<file path="config.mk">
export PLATFORM = sky130hd
export DESIGN_NAME = mode_arbiter
export DESIGN_NICKNAME = d
export VERILOG_FILES = /design/src/rtl/mode_arbiter_pkg.sv /design/src/rtl/mode_arbiter_ctrl.sv /design/src/rtl/mode_arbiter_dp.sv /design/src/rtl/mode_arbiter.sv
export SDC_FILE = /design/constraint.sdc
export NUM_CORES = 1
export LEC_CHECK = 0
export ABC_AREA = 1
export BUFFER_PORTS_ARGS = -buffer_cell sky130_fd_sc_hd__buf_4
export CORE_AREA = 4 4 41 43
export CTS_BUF_LIST = sky130_fd_sc_hd__clkbuf_2
export DETAILED_ROUTE_END_ITERATION = 10
export DIE_AREA = 0 0 45 47
export PLACE_DENSITY_LB_ADDON = 0.05
export SLEW_MARGIN = 20
export SYNTH_ARGS = -nofsm -noshare
export SYNTH_HDL_FRONTEND = slang
export SYNTH_HIERARCHICAL = 1
export SYNTH_SLANG_ARGS = --single-unit
</file>
<file path="constraint.sdc">
create_clock -name clk -period 2.2 [get_ports clk]
set_clock_uncertainty 0.1 [all_clocks]
set_input_delay 0.22 -clock clk [delete_from_list [all_inputs] [get_ports clk]]
set_output_delay 0.22 -clock clk [all_outputs]
set_load 0.1 [all_outputs]
</file>
<file path="src/rtl/mode_arbiter_pkg.sv">
package mode_arbiter_pkg;

  typedef enum logic [1:0] {
    MODE_STREAM  = 2'd0,
    MODE_PENDING = 2'd1,
    MODE_BUS     = 2'd2
  } mode_e;

  // Strobes from the control FSM to the pulse-count datapath.
  typedef struct packed {
    logic cntClear;
    logic cntIncr;
    logic restart;
  } arb_strobe_t;

endpackage

</file>
<file path="src/rtl/mode_arbiter_ctrl.sv">
module mode_arbiter_ctrl
  import mode_arbiter_pkg::*;
(
  input  logic        clk,
  input  logic        rstN,
  input  logic        busClkFall,
  input  logic        streamClkRise,
  input  logic        ctrlMatch,
  input  logic        lastPulse,
  output arb_strobe_t strobe,
  output logic        streamEn,
  output logic        matchEn,
  output logic        slaveEn
);

  mode_e modeQ, modeD;

  always_comb begin
    modeD           = modeQ;
    strobe          = '0;
    unique case (modeQ)
      MODE_STREAM: begin
        if (busClkFall) begin
          modeD           = MODE_PENDING;
          strobe.cntClear = 1'b1;
        end
      end
      MODE_PENDING: begin
        if (ctrlMatch) begin
          modeD = MODE_BUS;
        end else if (busClkFall) begin
          strobe.cntClear = 1'b1;
        end else if (streamClkRise) begin
          if (lastPulse) begin
            modeD           = MODE_STREAM;
            strobe.cntClear = 1'b1;
            strobe.restart  = 1'b1;
          end else begin
            strobe.cntIncr = 1'b1;
          end
        end
      end
      MODE_BUS: begin
        modeD = MODE_BUS;
      end
      default: begin
        modeD = MODE_STREAM;
      end
    endcase
  end

  always_ff @(posedge clk or negedge rstN) begin
    if (!rstN) modeQ <= MODE_STREAM;
    else       modeQ <= modeD;
  end

  assign streamEn = (modeQ == MODE_STREAM);
  assign matchEn  = (modeQ == MODE_PENDING);
  assign slaveEn  = (modeQ == MODE_BUS);

  AST_ENABLES_ONEHOT: assert property (@(posedge clk) disable iff (!rstN)
    $countones({streamEn, matchEn, slaveEn}) == 1);
  AST_ENTER_PENDING: assert property (@(posedge clk) disable iff (!rstN)
    streamEn && busClkFall |=> matchEn);
  AST_MATCH_COMMIT: assert property (@(posedge clk) disable iff (!rstN)
    matchEn && ctrlMatch |=> slaveEn);
  AST_BUS_LATCHED: assert property (@(posedge clk) disable iff (!rstN)
    slaveEn |=> slaveEn);
  AST_STREAM_IGNORES: assert property (@(posedge clk) disable iff (!rstN)
    streamEn && !busClkFall |=> streamEn);

endmodule

</file>
<file path="src/rtl/mode_arbiter_dp.sv">
module mode_arbiter_dp
  import mode_arbiter_pkg::*;
#(
  parameter int CNT_W       = 8,
  parameter int PULSE_LIMIT = 128
) (
  input  logic        clk,
  input  logic        rstN,
  input  arb_strobe_t strobe,
  output logic        lastPulse,
  output logic        streamRestart
);

  localparam logic [CNT_W-1:0] CNT_LAST = CNT_W'(PULSE_LIMIT - 1);
  localparam logic [CNT_W-1:0] CNT_MAX  = {CNT_W{1'b1}};

  logic [CNT_W-1:0] pulseCnt;
  logic             restartQ;

  always_ff @(posedge clk or negedge rstN) begin
    if (!rstN) begin
      pulseCnt <= '0;
    end else if (strobe.cntClear) begin
      pulseCnt <= '0;
    end else if (strobe.cntIncr && (pulseCnt != CNT_MAX)) begin
      pulseCnt <= pulseCnt + 1'b1;
    end
  end

  always_ff @(posedge clk or negedge rstN) begin
    if (!rstN) restartQ <= 1'b0;
    else       restartQ <= strobe.restart;
  end

  assign lastPulse     = (pulseCnt == CNT_LAST);
  assign streamRestart = restartQ;

  AST_COUNT_BOUND: assert property (@(posedge clk) disable iff (!rstN)
    pulseCnt <= CNT_LAST);
  AST_RESTART_SINGLE: assert property (@(posedge clk) disable iff (!rstN)
    streamRestart |=> !streamRestart);
  AST_CLEAR_EFFECT: assert property (@(posedge clk) disable iff (!rstN)
    strobe.cntClear |=> pulseCnt == '0);

endmodule

</file>
<file path="src/rtl/mode_arbiter.sv">
module mode_arbiter
  import mode_arbiter_pkg::*;
#(
  parameter int CNT_W       = 8,
  parameter int PULSE_LIMIT = 128
) (
  input  logic clk,
  input  logic rstN,
  input  logic busClkFall,
  input  logic streamClkRise,
  input  logic ctrlMatch,
  output logic streamEn,
  output logic matchEn,
  output logic slaveEn,
  output logic streamRestart
);

  arb_strobe_t strobe;
  logic        lastPulse;

  mode_arbiter_ctrl u_ctrl (
    .clk          (clk),
    .rstN         (rstN),
    .busClkFall   (busClkFall),
    .streamClkRise(streamClkRise),
    .ctrlMatch    (ctrlMatch),
    .lastPulse    (lastPulse),
    .strobe       (strobe),
    .streamEn     (streamEn),
    .matchEn      (matchEn),
    .slaveEn      (slaveEn)
  );

  mode_arbiter_dp #(
    .CNT_W      (CNT_W),
    .PULSE_LIMIT(PULSE_LIMIT)
  ) u_dp (
    .clk          (clk),
    .rstN         (rstN),
    .strobe       (strobe),
    .lastPulse    (lastPulse),
    .streamRestart(streamRestart)
  );

  AST_RESTART_ONLY_STREAM: assert property (@(posedge clk) disable iff (!rstN)
    streamRestart |-> streamEn && $past(matchEn));

endmodule

</file>
# Word level (Yosys, flattened, before mapping)
# Index checks and enable logic that the tools add are counted.
[totals]
ff_bits = 11
inputBits = 5
[op_classes]
n_addsub = 1
eq_ne = 8
muxes = 17
reduce_logical = 4
[op_table]
columns = ["op", "n"]
rows = [
  ["$mux W8", 2],
  ["$mux W2", 7],
  ["$add A8 B1 Y8 const B", 1],
  ["$eq A8 B7 Y1 const B", 1],
  ["$ne A8 B8 Y1 const B", 1],
  ["$mux W3", 2],
  ["$ne A3 B3 Y1 const B", 2],
  ["$pmux W2 S3", 1],
  ["$mux W1", 4],
  ["$reduce_and A4 Y1", 1],
  ["$ne A3 B2 Y1 const B", 1],
  ["$eq A2 B1 Y1 const B", 1],
  ["$eq A2 B2 Y1 const B", 1],
  ["$logic_not A2 Y1", 1],
  ["$ne A2 B2 Y1 const B", 1],
  ["$pmux W1 S2", 1],
  ["$reduce_bool A2 Y1", 1],
  ["$logic_and A1 B1 Y1", 1],
]

# Depth between registers and ports, before layout
[logic_depth]
ltp_word = 9
mapped_depth = 14
mapped_depth_nobuf = 14

# Modules after synthesis
# Netlist, hierarchy kept.
[modules_own_cells]
columns = ["module", "instances", "cells_per_inst", "area_per_inst_um2", "seq_area_each_um2"]
rows = [
  ["mode_arbiter_dp", 1, 74, 530.5, 225.2],
  ["mode_arbiter_ctrl", 1, 24, 150.1, 50.0],
]

# Worst setup path before layout
# Ideal clock, no wire load.
[synth_path]
kind = "register -> register"
from = "register u_ctrl.modeQ[1]"
to = "register u_dp.pulseCnt[3]"
setup_ns = 0.117
arrival_time_ns = 2.444
t_required_ns = 1.983
setup_slack_ns = -0.462
stages_incl_launch_ff = 9
path_buffers = 0
period_less_slack_ns = 2.662
path_cell_list = "dfrtp_1 nor2_1 nand2_1 nand2_1 inv_1 nand2_4 clkinv_4 nand2_1 nand2_1"
[synth_rtl]
columns = ["element", "line", "rtl"]
rows = [
  ["from (decl)", "mode_arbiter_ctrl.sv:16", "mode_e modeQ, modeD;"],
  ["from (signal assigned)", "mode_arbiter_ctrl.sv:54", "else modeQ <= modeD;"],
  ["to (signal assigned)", "mode_arbiter_dp.sv:26", "pulseCnt <= pulseCnt + 1'b1;"],
  ["to (decl)", "mode_arbiter_dp.sv:17", "logic [CNT_W-1:0] pulseCnt;"],
]

==> run summary <==
worst skew pair latency: 280 ps
CP Launch Point: u_dp/pulseCnt[0]
commonest cells after routing, fill and taps aside: nand2_1, inv_1, dfrtp_1
Core Rows: 13
share of layout cells above drive strength 1: 0.2389
Fill cells: 125
Power Density: 1036 nW/um2
Clk pin slew, worst setup/hold paths: 130 ps
WP data arrival: 2060 ps
final-stage net count: 120
first-pass GRT wire length: 2608 um
Slew @ Worst Pin: 279.9 ps
maxcap violations: 0
Yosys cell types: 16
register area: 275.3 um2
Cell Area, Synth: 680.7 um2
GPL Wtd Cong: 0.8488
Largest delay share family, worst path: simple AND/OR/NAND/NOR gates
Avg Synthesized Cell Area: 6.945 um2
Worst VDD drop: 1.200 mV
met3 GRT Util: 0.03448
CTS H-tree depth: 1
Tcrit/Tclk final: 0.8985
DR vias/cell: 5.086
ANT cells: 0
number of global-route vias before repair: 624
core area: 1301 um2
hpwl dp: 1127 um
max_slew headroom: 0.8149
Crit Path Class: flip-flop to flip-flop
DRC viols: 0
synth-to-layout area growth: 20.59%
antenna violations before repair: 0
Power, Total: 0.8504 mW
Finished Layout Cells: 128
CTS Sinks: 11
dpl ws: 145.8 ps
fin. max-slew vios: 0
area leader, netlist: dfrtp_1
Routed wire per std cell: 11.49 um
synth top area cells: dfrtp_1, nand2_1, inv_1, nand3_1, nor2_1
Tmin final: 1977 ps
vias: 651
CTS tree: done
post-CTS setup buffer count: 0
final core utilization: 0.6308
LEAKAGE: 0.4126 nW
largest net degree at the start of global routing: 12
met1 Use GR: 0.2146
met2 Usage GRT: 0.2825
grt ovf: 0
Die H: 47 um
Post-Synthesis Cells: 98
Critical Path RT: 2290 ps
finished layout cell area: 820.8 um2
die area: 2115 um2
GRT Total Usage: 0.1696
Final TNS setup: 0 ps
Crit path buffers/inverters: 2
run status: finished, final reports clean
Hold Fails Final Rpt: 0
Hold Path Origin: busClkFall
top cell type's share of synthesized area: 0.4044
reg2reg start: u_dp/pulseCnt[0]
tightest hold margin: 74.72 ps
critical path startpoint category: flip-flop
multi-input logic area: 356.6 um2
cell mode on critical path: nor2_1
crit end category: flip-flop
PortBufs: 8
Die Wd: 45 um
final wirelength: 1471 um
root buf cell: clkbuf_2
worst-path cell chain: ha_1 -> nand2_1 -> nor2_1 -> inv_1 -> nor3_2 -> nand3b_1 -> nor2_1 -> inv_1 -> nor3_2 -> nand3_1 -> nand2_1 -> nor2_1
synthesis-stage register bit count: 11
Worst path slowest cell: dfrtp_1
Num CTS Buffers: 3
DP Cell Count: 123
fmax: 0.5059 GHz
worst hold path class: primary input to flip-flop
max incr delay on CP: 410 ps
final setup fails: 0
dpl cell area: 777.0 um2
Detail Route Antenna Nets: 0
syn_nets: 104
GR peak layer: met2
most common cell after layout, fill and taps aside: nand2_1
IO Pins: 9
post-synthesis sequential area ratio: 0.4044
DR iter-0 viols: 19
RSZ-0062 raised after global routing: no
Starting Density: 0.5231
synth warn: 6
min setup slack post-route: 223.3 ps
drt pass-1 iters: 4
Max Fanout on Critical Path: 3
Clock Path Buffers: 2
==> cells by family (layout without fill, tap and decap cells) <==
logic type / count (synthesis) / count (layout) / share of synthesized area
adders and majority gates: 1 / 1 / 0.01838
and+or+nand+nor: 62 / 62 / 0.4154
AOI/OAI and AO/OA: 8 / 8 / 0.06616
DFF: 11 / 11 / 0.4044
buffers and inverters: 16 / 31 / 0.09558
==> sequential cells by signal, indices dropped and copies added (netlist names) <==
signal              cells
u_dp/streamRestart      1
u_ctrl/modeQ            2
u_dp/pulseCnt           8
==> per-layer routing <==
layer  wire length (um)  vias up  part of all wire
met1                704      296              0.48
met4                 25        0             0.017
met2                679       17              0.46
met5                  0        -                 0
met3                 62        5             0.042
li1                   -      333                 -
==> repair_timing <==
item                                   in CTS  in global routing
endpoints found under the hold margin      11                  0
setup endpoints to repair                   0                  6
hold buffers                                1                  0
gates resized for setup                     0                  3
==> synth_stat cells <==
cell type  number
nand2_1        31
inv_1          15
dfrtp_1        11
nand3_1        10
nor2_1          9
a21oi_1         5
nand2_2         3
nor2_2          3
nor3_1          3
o21bai_1        2
clkinv_4        1
ha_1            1
nand2_4         1
nand3b_1        1
nor2_4          1
o21ai_1         1
==> where the power goes <==
group | leakage [nW] | internal (mW) | switching, mW
logic | 0.246 | 0.111 | 0.358
clock network | 0.0164 | 0.0411 | 0.0755
registers | 0.150 | 0.232 | 0.0328
total | 0.413 | 0.384 | 0.467
==> cell type report <==
type,count,area share
Sequential cell,11,0.3354
Multi-Input combinational cell,71,0.4345
Clock buffer,3,0.01829
Clock inverter,1,0.006098
Timing Repair Buffer,11,0.1037
Inverter,16,0.07927
Tap cell,15,0.02287
==> worst paths after layout <==
| path | to | slack [ps] | cells after the start |
|---|---|---|---|
| max | u_dp/pulseCnt[5] | 220 | 12 |
| min | u_ctrl/modeQ[0] | 70 | 3 |
| max reg2reg | u_dp/pulseCnt[5] | 220 | 12 |
| min reg2reg | u_dp/pulseCnt[1] | 430 | 2 |
| max in group asynchronous | u_dp/pulseCnt[1] | 1630 | 2 |
| min in group asynchronous | u_dp/pulseCnt[7] | 190 | 2 |
==> worst register-to-register path: stages, from the launching register on <==
cell,delay (ps)
dfrtp_1,410
ha_1,210
nand2_1,90
nor2_1,60
inv_1,90
nor3_2,50
nand3b_1,160
nor2_1,170
inv_1,130
nor3_2,230
nand3_1,100
nand2_1,70
nor2_1,40
No activity file was read; power rests on OpenSTA's default activity.
